<file path="config.mk">
export PLATFORM = sky130hd
export DESIGN_NAME = status_readout
export DESIGN_NICKNAME = d
export VERILOG_FILES = /design/src/rtl/status_readout_pkg.sv /design/src/rtl/sr_strobe_decode.sv /design/src/rtl/sr_toggle_track.sv /design/src/rtl/sr_data_mux.sv /design/src/rtl/status_readout.sv
export SDC_FILE = /design/constraint.sdc
export NUM_CORES = 1
export LEC_CHECK = 0
export ABC_AREA = 1
export BUFFER_PORTS_ARGS = -buffer_cell sky130_fd_sc_hd__clkbuf_2
export CORE_AREA = 8 8 45 47
export DETAILED_ROUTE_END_ITERATION = 12
export DIE_AREA = 0 0 53 55
export PLACE_DENSITY = 0.5
export REMOVE_ABC_BUFFERS = 1
export SLEW_MARGIN = 5
export SYNTH_ARGS = -nofsm -noshare
export SYNTH_HDL_FRONTEND = slang
export SYNTH_SLANG_ARGS = --single-unit
</file>
<file path="constraint.sdc">
create_clock -name clk -period 0.8 [get_ports clk]
set_input_delay 0.04 -clock clk [delete_from_list [all_inputs] [get_ports clk]]
set_output_delay 0.04 -clock clk [all_outputs]
set_load 0.005 [all_outputs]
</file>
<file path="src/rtl/status_readout_pkg.sv">
package status_readout_pkg;

    typedef enum logic [1:0] {
        SRC_NONE   = 2'd0,
        SRC_ARRAY  = 2'd1,
        SRC_STATUS = 2'd2
    } rd_src_e;

    typedef struct packed {
        logic active;
        logic start;
    } rd_phase_t;

    function automatic logic rd_strobe_ok(input logic ce_n, input logic oe_n, input logic we_n);
        return (!ce_n) && (!oe_n) && we_n;
    endfunction

    function automatic rd_src_e pick_src(input logic active, input logic busy);
        if (!active)
            return SRC_NONE;
        else if (busy)
            return SRC_STATUS;
        else
            return SRC_ARRAY;
    endfunction

endpackage

</file>
<file path="src/rtl/sr_strobe_decode.sv">
module sr_strobe_decode
    import status_readout_pkg::*;
(
    input  logic      clk,
    input  logic      rst,
    input  logic      ce_n_i,
    input  logic      oe_n_i,
    input  logic      we_n_i,
    output rd_phase_t phase_o
);
    logic active_now;
    logic active_q;

    assign active_now = rd_strobe_ok(ce_n_i, oe_n_i, we_n_i);

    always_ff @(posedge clk) begin
        if (rst)
            active_q <= 1'b0;
        else
            active_q <= active_now;
    end

    always_comb begin
        phase_o.active = active_now;
        phase_o.start  = active_now && !active_q;
    end
endmodule

</file>
<file path="src/rtl/sr_toggle_track.sv">
module sr_toggle_track
    import status_readout_pkg::*;
(
    input  logic      clk,
    input  logic      rst,
    input  logic      busy_i,
    input  rd_phase_t phase_i,
    output logic      tog_o
);
    logic tog_q;
    logic advance;

    assign advance = phase_i.start && busy_i;

    always_ff @(posedge clk) begin
        if (rst)
            tog_q <= 1'b0;
        else if (advance)
            tog_q <= !tog_q;
    end

    // The first cycle of an access already shows the post-flip value, so the
    // bit is steady across the whole access.
    assign tog_o = tog_q ^ advance;
endmodule

</file>
<file path="src/rtl/sr_data_mux.sv">
module sr_data_mux
    import status_readout_pkg::*;
#(
    parameter int              DW          = 8,
    parameter logic [DW-1:0]   STATUS_FILL = '0
) (
    input  rd_phase_t       phase_i,
    input  logic            busy_i,
    input  logic            tog_i,
    input  logic [DW-1:0]   last_wr_data_i,
    input  logic [DW-1:0]   array_data_i,
    output logic [DW-1:0]   rd_data_o
);
    localparam int POLL_BIT = DW - 1;
    localparam int TOG_BIT  = DW - 2;

    logic [DW-1:0] status_word;
    rd_src_e       src;

    for (genvar i = 0; i < DW; i++) begin : g_status
        if (i == POLL_BIT) begin : g_poll
            assign status_word[i] = !last_wr_data_i[i];
        end else if (i == TOG_BIT) begin : g_tog
            assign status_word[i] = tog_i;
        end else begin : g_fill
            assign status_word[i] = STATUS_FILL[i];
        end
    end

    assign src = pick_src(phase_i.active, busy_i);

    always_comb begin
        unique case (src)
            SRC_ARRAY:  rd_data_o = array_data_i;
            SRC_STATUS: rd_data_o = status_word;
            default:    rd_data_o = '0;
        endcase
    end
endmodule

</file>
<file path="src/rtl/status_readout.sv">
module status_readout
    import status_readout_pkg::*;
#(
    parameter int            DW          = 8,
    parameter logic [DW-1:0] STATUS_FILL = 8'h15
) (
    input  logic          clk,
    input  logic          rst,
    input  logic          busy_i,
    input  logic [DW-1:0] last_wr_data_i,
    input  logic          ce_n_i,
    input  logic          oe_n_i,
    input  logic          we_n_i,
    input  logic [DW-1:0] array_data_i,
    output logic [DW-1:0] rd_data_o,
    output logic          rd_drive_o
);
    rd_phase_t phase;
    logic      tog;

    sr_strobe_decode u_dec (
        .clk     (clk),
        .rst     (rst),
        .ce_n_i  (ce_n_i),
        .oe_n_i  (oe_n_i),
        .we_n_i  (we_n_i),
        .phase_o (phase)
    );

    sr_toggle_track u_tog (
        .clk     (clk),
        .rst     (rst),
        .busy_i  (busy_i),
        .phase_i (phase),
        .tog_o   (tog)
    );

    sr_data_mux #(.DW(DW), .STATUS_FILL(STATUS_FILL)) u_mux (
        .phase_i        (phase),
        .busy_i         (busy_i),
        .tog_i          (tog),
        .last_wr_data_i (last_wr_data_i),
        .array_data_i   (array_data_i),
        .rd_data_o      (rd_data_o)
    );

    assign rd_drive_o = phase.active;
endmodule

</file>
Yosys cells after proc, flatten, opt, wreduce, memory -nomap -nowiden. Index checks and enable logic that the tools add are counted.

Register bits after elaboration: 2. Bits of input ports: 22. Output and inout bits: 9. Logic and storage cells: 17.

Equality and inequality tests: 2. Mux-type cells: 3. Bitwise logic cells: 1. Reductions and logical operators: 9.

Operators by type and width (count): $pmux W8 S2 (1); $logic_not A1 Y1 (5); $logic_and A1 B1 Y1 (4); $mux W2 (2); $eq A2 B1 Y1 const B (1); $eq A2 B2 Y1 const B (1); $xor A1 B1 Y1 (1).

Depth between registers and ports, before layout. Gate-level depths: netlist of run 1.

Word-level depth: 7. Gate-level depth with buffers: 7. Depth with buffers taken out: 7.

Hierarchy. From an unflattened synthesis of run 1, not the netlist that was laid out.

Cells, all modules: 33. Area total of the unflattened synthesis: 188.9 um^2.

By module, submodules not included: sr_data_mux (times used 1, cells each 19, area an instance 93.8 um^2, seq. area each 0.0 um^2); sr_toggle_track (times used 1, cells each 7, area an instance 48.8 um^2, seq. area each 20.0 um^2); sr_strobe_decode (times used 1, cells each 7, area an instance 46.3 um^2, seq. area each 20.0 um^2).

Least setup slack after synthesis of run 1. No wires, ideal clock.

Kind: reg-to-output. Start point: register u_dec.active_q. End point: output rd_data_o[6]. Arrival: 0.614 ns. Path slack: 0.146 ns. Cell stages (with the launch flop): 6. Cell sequence: dfxtp_1 inv_1 nand4_1 nand2_1 nand3_1 nand2_1.

Word-level cells in the longest chain between the ends: 5.

RTL lines: start, declared (line sr_strobe_decode.sv:12) `logic active_q;`; start signal, assigned (line sr_strobe_decode.sv:20) `active_q <= active_now;`; $logic_not A1 Y1 (line sr_strobe_decode.sv:25) `phase_o.start = active_now && !active_q;`; $logic_and A1 B1 Y1 (line sr_strobe_decode.sv:25); $logic_and A1 B1 Y1 (line sr_toggle_track.sv:13) `assign advance = phase_i.start && busy_i;`; $xor A1 B1 Y1 (line sr_toggle_track.sv:24) `assign tog_o = tog_q ^ advance;`; $pmux W8 S2 (line sr_data_mux.sv:33) `unique case (src)`; end, declared (line status_readout.sv:15) `output logic [DW-1:0] rd_data_o,`.

Every way passes these cells.

Worst setup path after layout of run 1. Same ends and word-level chain as after synthesis.

==> results of run 1 <==
worst register-to-register path, stage by stage, from the launching register on:
cell and delay [ps]:
sky130_fd_sc_hd__dfxtp_1 290, sky130_fd_sc_hd__inv_1 40, sky130_fd_sc_hd__nand4_1 60, sky130_fd_sc_hd__nand2_1 80, sky130_fd_sc_hd__buf_4 130, sky130_fd_sc_hd__buf_4 120, sky130_fd_sc_hd__nand2_1 50, sky130_fd_sc_hd__nor2_1 40
registers in the layout, indices dropped and copies added (netlist names):
signal          cells
u_tog.tog_q         1
u_dec.active_q      1
layout make-up:
type | count | area, um2 | area share, %
tap | 16 | 20.0 | 4.46
multi-input combinational | 22 | 148 | 32.9
sequential | 2 | 40.0 | 8.91
timing repair buffer | 30 | 180 | 40.1
inverter | 9 | 38.8 | 8.64
clock buffer | 3 | 22.5 | 5.01
synthesized netlist by cell type:
master	count
sky130_fd_sc_hd__dfxtp_1	2
sky130_fd_sc_hd__inv_1	6
sky130_fd_sc_hd__inv_2	3
sky130_fd_sc_hd__nand2_1	5
sky130_fd_sc_hd__nand2_2	1
sky130_fd_sc_hd__nand3_1	1
sky130_fd_sc_hd__nand4_1	2
sky130_fd_sc_hd__nor2_1	4
sky130_fd_sc_hd__nor2_2	3
sky130_fd_sc_hd__nor2_4	1
sky130_fd_sc_hd__nor2_8	1
sky130_fd_sc_hd__o21a_1	3
sky130_fd_sc_hd__o31ai_1	1
stage by stage:
| step | utilization, % | power [uW] | instance area [um2] | cells |
|---|---|---|---|---|
| after floorplan | - | 148 | 211 | 33 |
| after global placement | 26.7 | 218 | 369 | 75 |
| after detailed placement | 26.7 | 218 | 369 | 75 |
| after CTS | 31.2 | 474 | 432 | 82 |
| after global routing | 32.5 | 501 | 449 | 82 |
| final | 32.5 | 462 | 449 | 82 |
cell families (layout without fill, tap and decap cells):
family                 count (synthesis)  after routing  synth area share, %
buffers and inverters                  9             42                 16.0
and+or+nand+nor                       18             18                 50.9
AOI/OAI and AO/OA                      4              4                 14.2
DFF                                    2              2                 18.9
how the worst max path moves through the flow:
stage | startpoint | end | slack (ps) | cells after the start
CTS | u_dec.active_q | rd_data_o[6] | -240 | 6
finish | u_dec.active_q | rd_data_o[6] | -230 | 6
global placement | oe_n_i | rd_data_o[7] | -30 | 9
detailed placement | oe_n_i | rd_data_o[7] | -30 | 9
floorplan | u_dec.active_q | rd_data_o[6] | 150 | 5
global route | u_dec.active_q | rd_data_o[6] | -290 | 6
per-layer routing:
metal  routed length (um)  up-vias  share of wire (%)
li1                     -      170                  -
met1                  291      132                 38
met2                  374       13                 48
met3                  108        0                 14
met4                    0        0                  0
met5                    0        -                  0
what timing repair did:
item / in CTS / in global routing
endpoints found under the setup margin: 5 / 9
gates resized for setup: 2 / 8
buffers inserted: 3 / 0
pin swaps: 2 / 2
hold endpoints to repair: 2 / 0
hold buffers: 1 / 0
placed cells by master (no fill, tap or decap):
cell type                       instances
sky130_fd_sc_hd__o31ai_2                1
sky130_fd_sc_hd__inv_1                  6
sky130_fd_sc_hd__o21a_1                 3
sky130_fd_sc_hd__buf_4                  6
sky130_fd_sc_hd__dfxtp_1                2
sky130_fd_sc_hd__clkbuf_4               3
sky130_fd_sc_hd__nand4_1                2
sky130_fd_sc_hd__nor2_1                 4
sky130_fd_sc_hd__nor2_8                 1
sky130_fd_sc_hd__dlygate4sd3_1          1
sky130_fd_sc_hd__clkbuf_2              19
sky130_fd_sc_hd__nor2_2                 3
sky130_fd_sc_hd__inv_4                  2
sky130_fd_sc_hd__nand2_1                5
sky130_fd_sc_hd__nand2_4                1
sky130_fd_sc_hd__buf_2                  3
sky130_fd_sc_hd__inv_2                  1
sky130_fd_sc_hd__nor2_4                 1
sky130_fd_sc_hd__buf_8                  1
sky130_fd_sc_hd__nand3_1                1
power by group:
part           total [uW]  switching, uW  leakage, uW  internal, uW
registers             105           1.21    0.0000163           104
clock network         219           54.1    0.0000138           165
logic                 138           62.5     0.000236          75.6
total                 462            118     0.000266           345
==> impl_summary.log, run 1 <==
INFO  metric end_kind = output pin
INFO  metric powerDensity = 1030 nW/um2
INFO  metric root_buffer = sky130_fd_sc_hd__clkbuf_4
INFO  metric crit_path_cell_trace = inv_1 > nand4_1 > nand2_1 > nand3_1 > nand2_1 > clkbuf_2
INFO  metric cell_type_contributing_the_most_total_cell_area_after_synthesis = sky130_fd_sc_hd__dfxtp_1
INFO  metric timing.fmax = 968 MHz
INFO  metric final-setup-viol-count = 2
INFO  metric fp.dieW = 53 um
INFO  metric detailedPlace.worstSlack = -27.1 ps
INFO  metric grt_start_max_net_pins = 8
INFO  metric worst_slew_margin_rel = 88.6%
INFO  metric drcViolationCount = 0
INFO  metric netlist_instances = 33
INFO  metric synthesis.area = 211 um2
INFO  metric crit_family = simple AND/OR/NAND/NOR gates
INFO  metric grt_pass1_wl = 1170 um
INFO  metric criticalPathCategory = reg2out
INFO  metric cp_slowest_stage_delay = 280 ps
INFO  metric cts-buffers-inserted = 3
INFO  metric critical_path.reg2reg.startpoint = u_dec.active_q
INFO  metric worst-path-buf-inv = 2
INFO  metric antenna_found_initial = 0
INFO  metric rr_worst_depth = 7
INFO  metric ioPinCount = 31
INFO  metric insertedDiodeCount = 0
INFO  metric die-area = 2920 um2
INFO  metric timing.critical_path.arrival = 990 ps
INFO  metric clkLatencyLatePin = 220 ps
INFO  metric grtUsageMet2 = 9.18%
INFO  metric grt.met3_usage = 2.94%
INFO  metric post_drt_wl_per_cell = 9.44 um
INFO  metric count_of_standard_cell_rows = 14
INFO  metric cp_max_fo = 2
INFO  metric final-hold-violation-count = 0
INFO  metric crit_required = 760 ps
INFO  metric routed_wirelength = 774 um
INFO  metric top_usage_layer = met2
INFO  metric status = complete, but fails checks
INFO  metric hold_critical_path_depth = 5
INFO  metric fp.dieH = 55 um
INFO  metric layout-drive-gt1-share = 63.6%
INFO  metric violations = setup timing
INFO  metric holdCritPathClass = in2reg
INFO  metric final.fill_count = 158
INFO  metric synth_seq_area_share = 18.9%
INFO  metric timing.final.crit_share = 129%
INFO  metric initial_util = 15.3%
INFO  metric hold_end = u_tog.tog_q
INFO  metric rsz_0062_raised_after_global_routing = true
INFO  metric dp_hpwl = 622 um
INFO  metric fraction_of_synthesized_cell_area_taken_by_the_top_area_cell_type = 18.9%
INFO  metric clk_pin_slew_worst_paths = 30 ps
INFO  metric flow.area_growth_from_synthesis = 112%
INFO  metric r2r_end = u_tog.tog_q
INFO  metric min_period = 1030 ps
INFO  metric post_synth_main_area_contributors = sky130_fd_sc_hd__dfxtp_1 19%, sky130_fd_sc_hd__inv_1 11%, sky130_fd_sc_hd__o21a_1 11%, sky130_fd_sc_hd__nor2_8 9.5%, sky130_fd_sc_hd__nand2_1 8.9%
INFO  metric postLayoutSetupSlackWorst = -233 ps
INFO  metric worst_setup_skew_after_layout = 3.06 ps
INFO  metric cts.sink_count = 2
INFO  metric nNetsFinal = 90
INFO  metric crit_path_launch_type = register
INFO  metric ir_drop = 0.000400 V
INFO  metric number_of_vias_in_the_routed_layout = 315
INFO  metric final-max-slew-violation-count = 0
INFO  metric cts-root-to-sink-buffers = 2
INFO  metric slowest_stage = sky130_fd_sc_hd__dfxtp_1
INFO  metric yosys_warnings = 0
INFO  metric grt_pass1_vias = 271
INFO  metric first_iter_violations = 2
INFO  metric crit_path_frequent_cell = sky130_fd_sc_hd__nand2_1
INFO  metric grt.total_usage = 5.73%
INFO  metric vias_per_cell = 3.84
INFO  metric grt.overflow.total = 0
INFO  metric cts_max_level = 1
INFO  metric worstMarginPinSlew = 169 ps
INFO  metric core = 1380 um2
INFO  metric leakagePower = 0.000266 uW
INFO  metric drv_cap = 0
INFO  metric pre_antenna_drt_iters = 4
INFO  metric port_buffer_count = 23
INFO  metric avgSynthCellArea = 6.41 um2
INFO  metric fin_tns_setup = -354 ps
INFO  metric antenna_violating_nets_post_route = 0
INFO  metric start_point_of_the_worst_min_delay_path = ce_n_i
INFO  metric yosysUniqueCellTypes = 13
INFO  metric gp_congestion = 0.726
INFO  metric tritoncts_clock_tree = done
INFO  metric globalRouteMet1Util = 5.30%
INFO  metric fin_worst_hold_slack = 272 ps
INFO  metric synth-seq-cells = 2
INFO  metric r2r_setup_slack = -120 ps
Note: power is estimated with default switching activity, not from simulation.
==> run 2: changes to the inputs <==
--- a/config.mk
+++ b/config.mk
@@ -7,9 +7,9 @@
 export LEC_CHECK = 0
 export ABC_AREA = 1
 export BUFFER_PORTS_ARGS = -buffer_cell sky130_fd_sc_hd__clkbuf_2
-export CORE_AREA = 8 8 45 47
+export CORE_AREA = 2 2 39 41
 export DETAILED_ROUTE_END_ITERATION = 12
-export DIE_AREA = 0 0 53 55
+export DIE_AREA = 0 0 41 43
 export PLACE_DENSITY = 0.5
 export REMOVE_ABC_BUFFERS = 1
 export SLEW_MARGIN = 5
==> constraint.sdc (replaced) <==
create_clock -name clk -period 0.8 [get_ports clk]
set_input_delay 0.16 -clock clk [delete_from_list [all_inputs] [get_ports clk]]
set_output_delay 0.16 -clock clk [all_outputs]
set_load 0.005 [all_outputs]
==> run 2 against run 1 <==
Effect of this change:
- the run still ends with setup timing left
- global-route usage grew 1.6 points
- sequential share of layout area grew 0.10 points
- sequential power is essentially flat
- via count shrank 1.9%
- routed wire length shrank 20%
- worst hold slack lost 170 ps
- critical path depth is the same
- largest cell class unchanged
==> impl_summary.log, run 2 (synthesized netlist as in run 1, its figures left out) <==
INFO  metric grt_start_max_net_pins = 6 (-2)
INFO  metric vias_per_cell = 3.81 (-0.69%)
INFO  metric core = 1380 um2 (unchanged)
INFO  metric detailedPlace.worstSlack = -270 ps (-243 ps)
INFO  metric worst_setup_skew_after_layout = 0.489 ps (-2.58 ps)
INFO  metric postLayoutSetupSlackWorst = -315 ps (-81.8 ps)
INFO  metric worstMarginPinSlew = 179 ps (+9.91 ps)
INFO  metric pre_antenna_drt_iters = 2 (-2)
INFO  metric holdCritPathClass = in2reg
INFO  metric finalNonFillerCells = 81 (-1.2%)
INFO  metric crit_family = flip-flops
INFO  metric first_iter_violations = 1 (-1)
INFO  metric commonest_cells_after_routing_fill_and_taps_aside = 17 x sky130_fd_sc_hd__clkbuf_2, 5 x sky130_fd_sc_hd__inv_1, 5 x sky130_fd_sc_hd__nand2_1, 5 x sky130_fd_sc_hd__buf_4
INFO  metric cts-root-to-sink-buffers = 2 (unchanged)
INFO  metric grt.overflow.total = 0 (unchanged)
INFO  metric final-max-slew-violation-count = 0 (unchanged)
INFO  metric placedCellCount = 76 (+1.3%)
INFO  metric post_layout_util = 32.1% (-0.36 points)
INFO  metric cts_max_level = 1 (unchanged)
INFO  metric timing.final.crit_share = 139% (+10 points)
INFO  metric port_buffer_count = 23 (unchanged)
INFO  metric postPlaceCellArea = 377 um2 (+2.0%)
INFO  metric flow.area_growth_from_synthesis = 110%
INFO  metric clk_pin_slew_worst_paths = 30 ps (about the same)
INFO  metric cts.sink_count = 2 (unchanged)
INFO  metric critical_path.reg2reg.startpoint = u_dec.active_q
INFO  metric routed_wirelength = 617 um (-20%)
INFO  metric final-setup-viol-count = 9 (+7)
INFO  metric final-hold-violation-count = 0 (unchanged)
INFO  metric tritoncts_clock_tree = done
INFO  metric end_kind = output pin
INFO  metric rsz_0062_raised_after_global_routing = true
INFO  metric fin_tns_setup = -1640 ps (-1280 ps)
INFO  metric criticalPathCategory = reg2out
INFO  metric min_period = 1120 ps (+81.8 ps)
INFO  metric number_of_vias_in_the_routed_layout = 309 (-1.9%)
INFO  metric timing.critical_path.arrival = 960 ps (-30 ps)
INFO  metric root_buffer = sky130_fd_sc_hd__clkbuf_4
INFO  metric worst_slew_margin_rel = 87.9% (-0.69 points)
INFO  metric crit_path_cell_trace = inv_2 > nand4_1 > nand2_1 > nand3_1 > nand2_1 > clkbuf_2
INFO  metric multi_input_area = 143 um2 (-3.4%)
INFO  metric grt_pass1_wl = 862 um (-26%)
INFO  metric slowest_stage = sky130_fd_sc_hd__dfxtp_1
INFO  metric count_of_standard_cell_rows = 14 (unchanged)
INFO  metric post_drt_wl_per_cell = 7.62 um (-19%)
INFO  metric ioPinCount = 31 (unchanged)
INFO  metric register_cell_area_after_layout = 40.0 um2 (unchanged)
INFO  metric timing.fmax = 897 MHz (-7.3%)
INFO  metric dp_hpwl = 484 um (-22%)
INFO  metric nNetsFinal = 89 (-1.1%)
INFO  metric grt.total_usage = 7.31% (+1.6 points)
INFO  metric insertedDiodeCount = 0 (unchanged)
INFO  metric die-area = 1760 um2 (-40%)
INFO  metric largest_registers = u_dec.active_q x1, u_tog.tog_q x1
INFO  metric gp_congestion = 0.725 (-0.15%)
INFO  metric clkLatencyLatePin = 220 ps (about the same)
INFO  metric crit_start = u_dec.active_q
INFO  metric initial_util = 15.3% (unchanged)
INFO  metric final_design_area_excluding_fillers = 444 um2 (-1.1%)
INFO  metric start_point_of_the_worst_min_delay_path = rst
INFO  metric cp_max_fo = 2 (unchanged)
INFO  metric antenna_found_initial = 0 (unchanged)
INFO  metric drcViolationCount = 0 (unchanged)
INFO  metric drv_cap = 0 (unchanged)
INFO  metric fp.dieW = 41 um (-23%)
INFO  metric worst-path-buf-inv = 2 (unchanged)
INFO  metric powerDensity = 1040 nW/um2 (+1.5%)
INFO  metric antenna_violating_nets_post_route = 0 (unchanged)
INFO  metric leakagePower = 0.000262 uW (-1.5%)
INFO  metric crit_path_frequent_cell = sky130_fd_sc_hd__nand2_1
INFO  metric grt_pass1_vias = 268 (-1.1%)
INFO  metric cts-buffers-inserted = 3 (unchanged)
INFO  metric final.fill_count = 157 (-0.63%)
INFO  metric layout-drive-gt1-share = 64.6% (+0.98 points)
INFO  metric ir_drop = 0.000421 V (+5.5%)
INFO  metric hold_buffers = 0 (-1)
INFO  metric crit_path_launch_type = register
INFO  metric status = complete, but fails checks
INFO  metric crit_required = 640 ps (-120 ps)
INFO  metric violations = setup timing
INFO  metric layout_commonest_cell = sky130_fd_sc_hd__clkbuf_2
INFO  metric cp_slowest_stage_delay = 300 ps (+20 ps)
INFO  metric fp.dieH = 43 um (-22%)
## run 2: cell count changes in the layout (fill, tap and decap cells not counted)
| cell | before | now |
|---|---|---|
| sky130_fd_sc_hd__inv_1 | 6 | 5 |
| sky130_fd_sc_hd__dlygate4sd3_1 | 1 | 0 |
| sky130_fd_sc_hd__buf_4 | 6 | 5 |
| sky130_fd_sc_hd__buf_6 | 0 | 2 |
| sky130_fd_sc_hd__o31ai_2 | 1 | 0 |
| sky130_fd_sc_hd__clkbuf_2 | 19 | 17 |
| sky130_fd_sc_hd__o31ai_1 | 0 | 1 |
| sky130_fd_sc_hd__buf_2 | 3 | 4 |
| sky130_fd_sc_hd__inv_2 | 1 | 2 |
## run 2: final cells by class
cell class / count / share of cell area, %
timing repair buffer: 29 / 40.6
tap: 16 / 4.51
sequential: 2 / 9.01
clock buffer: 3 / 5.07
inverter: 9 / 8.73
multi-input combinational: 22 / 32.1
## run 2: worst reg2reg max path: cells and delay by family, from the launching register on
family	cells	cell delay, ps
flops	1	300
buf+inv	1	50
simple gates	4	280
## run 2: worst paths after layout
path,to,slack (ps),cells past startpoint
max,rd_data_o[6],-320,6
max reg2reg,u_tog.tog_q,110,5
min,u_dec.active_q,110,2
min reg2reg,u_tog.tog_q,560,4
## run 2: repair_timing
| action | 4_1_cts | 5_1_grt |
|---|---|---|
| gates resized for setup | 3 | 9 |
| pin swaps | 4 | 3 |
| setup endpoints to repair | 9 | 9 |
| buffers inserted | 1 | 1 |
## run 2: routing by layer
layer	track usage (%)	share of wire (%)	vias up	wire length, um
met2	12.2	53	13	328
met5	0	0	-	0
li1	-	-	167	-
met1	6.07	37	129	227
met4	6.00	0	0	0
met3	3.14	9.7	0	60
## run 2: metrics by stage
stage | power (uW) | hold WS, ps
finish | 464 | 106
global route | 502 | 99.3
CTS | 471 | 97.2
global placement | 221 | 340
floorplan | 148 | 232
detailed placement | 221 | 339
## run 2: power by group
| group | internal [uW] | leakage (uW) | switching (uW) | total, uW |
|---|---|---|---|---|
| registers | 104 | 0.0000163 | 1.36 | 105 |
| logic | 74.1 | 0.000232 | 60.6 | 135 |
| clock network | 166 | 0.0000138 | 58.7 | 224 |
| total | 343 | 0.000262 | 121 | 464 |
==> run 3: changes to the inputs <==
==> constraint.sdc (replaced) <==
create_clock -name clk -period 0.8 [get_ports clk]
set_input_delay 0.16 -clock clk [delete_from_list [all_inputs] [get_ports clk]]
set_output_delay 0.16 -clock clk [all_outputs]
set_load 0.02 [all_outputs]
==> run 3 against run 2 <==
Effect of this change:
- worst setup slack worse by 52 ps
- final cell count up 3.7%
- routed wire length up 18%
- register-to-register slack worse by 470 ps
- non-clock buffer count up 3
- die area unchanged
- first-iteration DRC count rose to 3.0 times the previous value
- flip-flop and latch count unchanged
- largest cell class unchanged
- the flow still finishes with violations (setup timing)
- design area up 21%
- worst hold slack worse by 1.8 ps
==> impl_summary.log, run 3 (synthesized netlist as in run 1, its figures left out) <==
INFO  metric timing.critical_path.arrival = 1010 ps (+50 ps)
INFO  metric pre_antenna_drt_iters = 3 (+1)
INFO  metric largest_registers = u_dec.active_q x1, u_tog.tog_q x1
INFO  metric die-area = 1760 um2 (unchanged)
INFO  metric drv_cap = 0 (unchanged)
INFO  metric ir_drop = 0.000487 V (+16%)
INFO  metric grt_pass1_vias = 312 (+16%)
INFO  metric rsz_0062_raised_after_global_routing = true
INFO  metric final_design_area_excluding_fillers = 538 um2 (+21%)
INFO  metric vias_per_cell = 4.10 (+7.4%)
INFO  metric number_of_vias_in_the_routed_layout = 344 (+11%)
INFO  metric cts_max_level = 1 (unchanged)
INFO  metric violations = setup timing
INFO  metric core = 1380 um2 (unchanged)
INFO  metric crit_path_frequent_cell = sky130_fd_sc_hd__nand2_1
INFO  metric first_iter_violations = 3 (+2)
INFO  metric ioPinCount = 31 (unchanged)
INFO  metric crit_required = 640 ps (about the same)
INFO  metric final-setup-viol-count = 10 (+1)
INFO  metric layout-drive-gt1-share = 66.2% (+1.6 points)
INFO  metric clk_pin_slew_worst_paths = 30 ps (about the same)
INFO  metric grt_start_max_net_pins = 6 (unchanged)
INFO  metric criticalPathCategory = reg2out
INFO  metric holdCritPathClass = in2reg
INFO  metric nNetsFinal = 92 (+3.4%)
INFO  metric fp.dieW = 41 um (unchanged)
INFO  metric port_buffer_count = 23 (unchanged)
INFO  metric finalNonFillerCells = 84 (+3.7%)
INFO  metric grt.overflow.total = 0 (unchanged)
INFO  metric routed_wirelength = 730 um (+18%)
INFO  metric final.fill_count = 154 (-1.9%)
INFO  metric final-hold-violation-count = 0 (unchanged)
INFO  metric antenna_violating_nets_post_route = 0 (unchanged)
INFO  metric post_drt_wl_per_cell = 8.69 um (+14%)
INFO  metric insertedDiodeCount = 0 (unchanged)
INFO  metric register_cell_area_after_layout = 40.0 um2 (unchanged)
INFO  metric fp.dieH = 43 um (unchanged)
INFO  metric critical_path.reg2reg.startpoint = u_dec.active_q
INFO  metric fin_worst_hold_slack = 104 ps (-1.85 ps)
INFO  metric end_kind = output pin
INFO  metric worst-path-buf-inv = 2 (unchanged)
INFO  metric crit_path_cell_trace = inv_2 > nand4_1 > nand2_1 > nand3_1 > nand2_1 > clkbuf_8
INFO  metric post_layout_util = 38.9% (+6.8 points)
INFO  metric worstMarginPinSlew = 184 ps (+4.94 ps)
INFO  metric grt.total_usage = 9.71% (+2.4 points)
INFO  metric start_point_of_the_worst_min_delay_path = rst
INFO  metric drcViolationCount = 0 (unchanged)
INFO  metric worst_slew_margin_rel = 87.6% (-0.33 points)
INFO  metric crit_path_launch_type = register
INFO  metric crit_family = simple AND/OR/NAND/NOR gates
INFO  metric crit_start = u_dec.active_q
INFO  metric cts-buffers-inserted = 3 (unchanged)
INFO  metric flow.area_growth_from_synthesis = 154%
INFO  metric cts-root-to-sink-buffers = 2 (unchanged)
INFO  metric commonest_cells_after_routing_fill_and_taps_aside = 12 x sky130_fd_sc_hd__clkbuf_2, 8 x sky130_fd_sc_hd__buf_4, 6 x sky130_fd_sc_hd__clkbuf_8
INFO  metric cp_max_fo = 2 (unchanged)
INFO  metric slowest_stage = sky130_fd_sc_hd__dfxtp_1
INFO  metric final-max-slew-violation-count = 0 (unchanged)
INFO  metric status = complete, but fails checks
INFO  metric min_period = 1170 ps (+52.3 ps)
INFO  metric clkLatencyLatePin = 230 ps (about the same)
INFO  metric initial_util = 15.3% (unchanged)
INFO  metric gp_congestion = 0.728 (+0.41%)
INFO  metric dp_hpwl = 511 um (+5.6%)
INFO  metric worst_setup_skew_after_layout = 3.50 ps (+3.01 ps)
INFO  metric cts.sink_count = 2 (unchanged)
INFO  metric cp_slowest_stage_delay = 290 ps (about the same)
INFO  metric postPlaceCellArea = 377 um2 (unchanged)
INFO  metric postLayoutSetupSlackWorst = -368 ps (-52.3 ps)
INFO  metric tritoncts_clock_tree = done
INFO  metric detailedPlace.worstSlack = -346 ps (-76.6 ps)
INFO  metric count_of_standard_cell_rows = 14 (unchanged)
INFO  metric leakagePower = 0.000294 uW (+12%)
INFO  metric timing.final.crit_share = 146% (+6.5 points)
INFO  metric multi_input_area = 148 um2 (+3.5%)
INFO  metric powerDensity = 958 nW/um2 (-8.3%)
INFO  metric hold_buffers = 0 (unchanged)
INFO  metric grt_pass1_wl = 1150 um (+34%)
INFO  metric timing.fmax = 856 MHz (-4.5%)
INFO  metric antenna_found_initial = 0 (unchanged)
INFO  metric placedCellCount = 76 (unchanged)
INFO  metric layout_commonest_cell = sky130_fd_sc_hd__clkbuf_2
INFO  metric root_buffer = sky130_fd_sc_hd__clkbuf_4
[run 3: cell types whose count changed in the layout (fill, tap and decap cells not counted)]
cell and change:
sky130_fd_sc_hd__clkbuf_8 +6, sky130_fd_sc_hd__clkbuf_2 -5, sky130_fd_sc_hd__buf_4 +3, sky130_fd_sc_hd__buf_2 -2, sky130_fd_sc_hd__buf_8 +2, sky130_fd_sc_hd__buf_6 -1
sky130_fd_sc_hd__nor2_2 -1, sky130_fd_sc_hd__nor2_4 +1
[run 3: worst reg2reg max path: cells and delay by family, from the launching register on]
kind                   cells  cell delay (ps)
AND/OR/NAND/NOR            4              220
flip-flops                 1              310
buffers and inverters      5              530
[run 3: layout make-up]
cell class,instances,share of cell area [%]
sequential,2,7.44
clock buffer,3,4.19
multi-input combinational,22,27.4
tap,16,3.72
inverter,9,7.21
timing repair buffer,32,50.0
[run 3: per-stage QoR]
step                setup TNS (ps)  power (uW)
global placement             -2220         236
floorplan                    -1250         163
CTS                          -2740         516
detailed placement           -2410         236
global route                 -3400         551
finish                       -2860         516
[run 3: timing repair]
| item | CTS | global route |
|---|---|---|
| gates cloned | 0 | 0 |
| pin swaps | 4 | 5 |
| gates resized for setup | 19 | 11 |
| buffers inserted | 4 | 2 |
| endpoints found under the setup margin | 9 | 10 |
[run 3: worst paths after layout]
path | end | slack [ps] | depth (start not counted)
max | rd_data_o[6] | -370 | 6
max reg2reg | u_tog.tog_q | -360 | 9
min | u_dec.active_q | 100 | 2
min reg2reg | u_tog.tog_q | 550 | 3
[run 3: layer usage]
layer	up-vias	GRT usage [%]	part of all wire (%)
met5	-	0	0
li1	172	-	-
met3	2	1.57	9.5
met4	0	6.00	1.5
met2	15	15.9	54
met1	155	10.8	34
[run 3: power breakdown]
group	switching (uW)	leakage, uW	internal, uW
Sequential	1.30	0.0000163	104
Clock	58.9	0.0000138	166
Combinational	83.6	0.000264	102
Total	144	0.000294	372
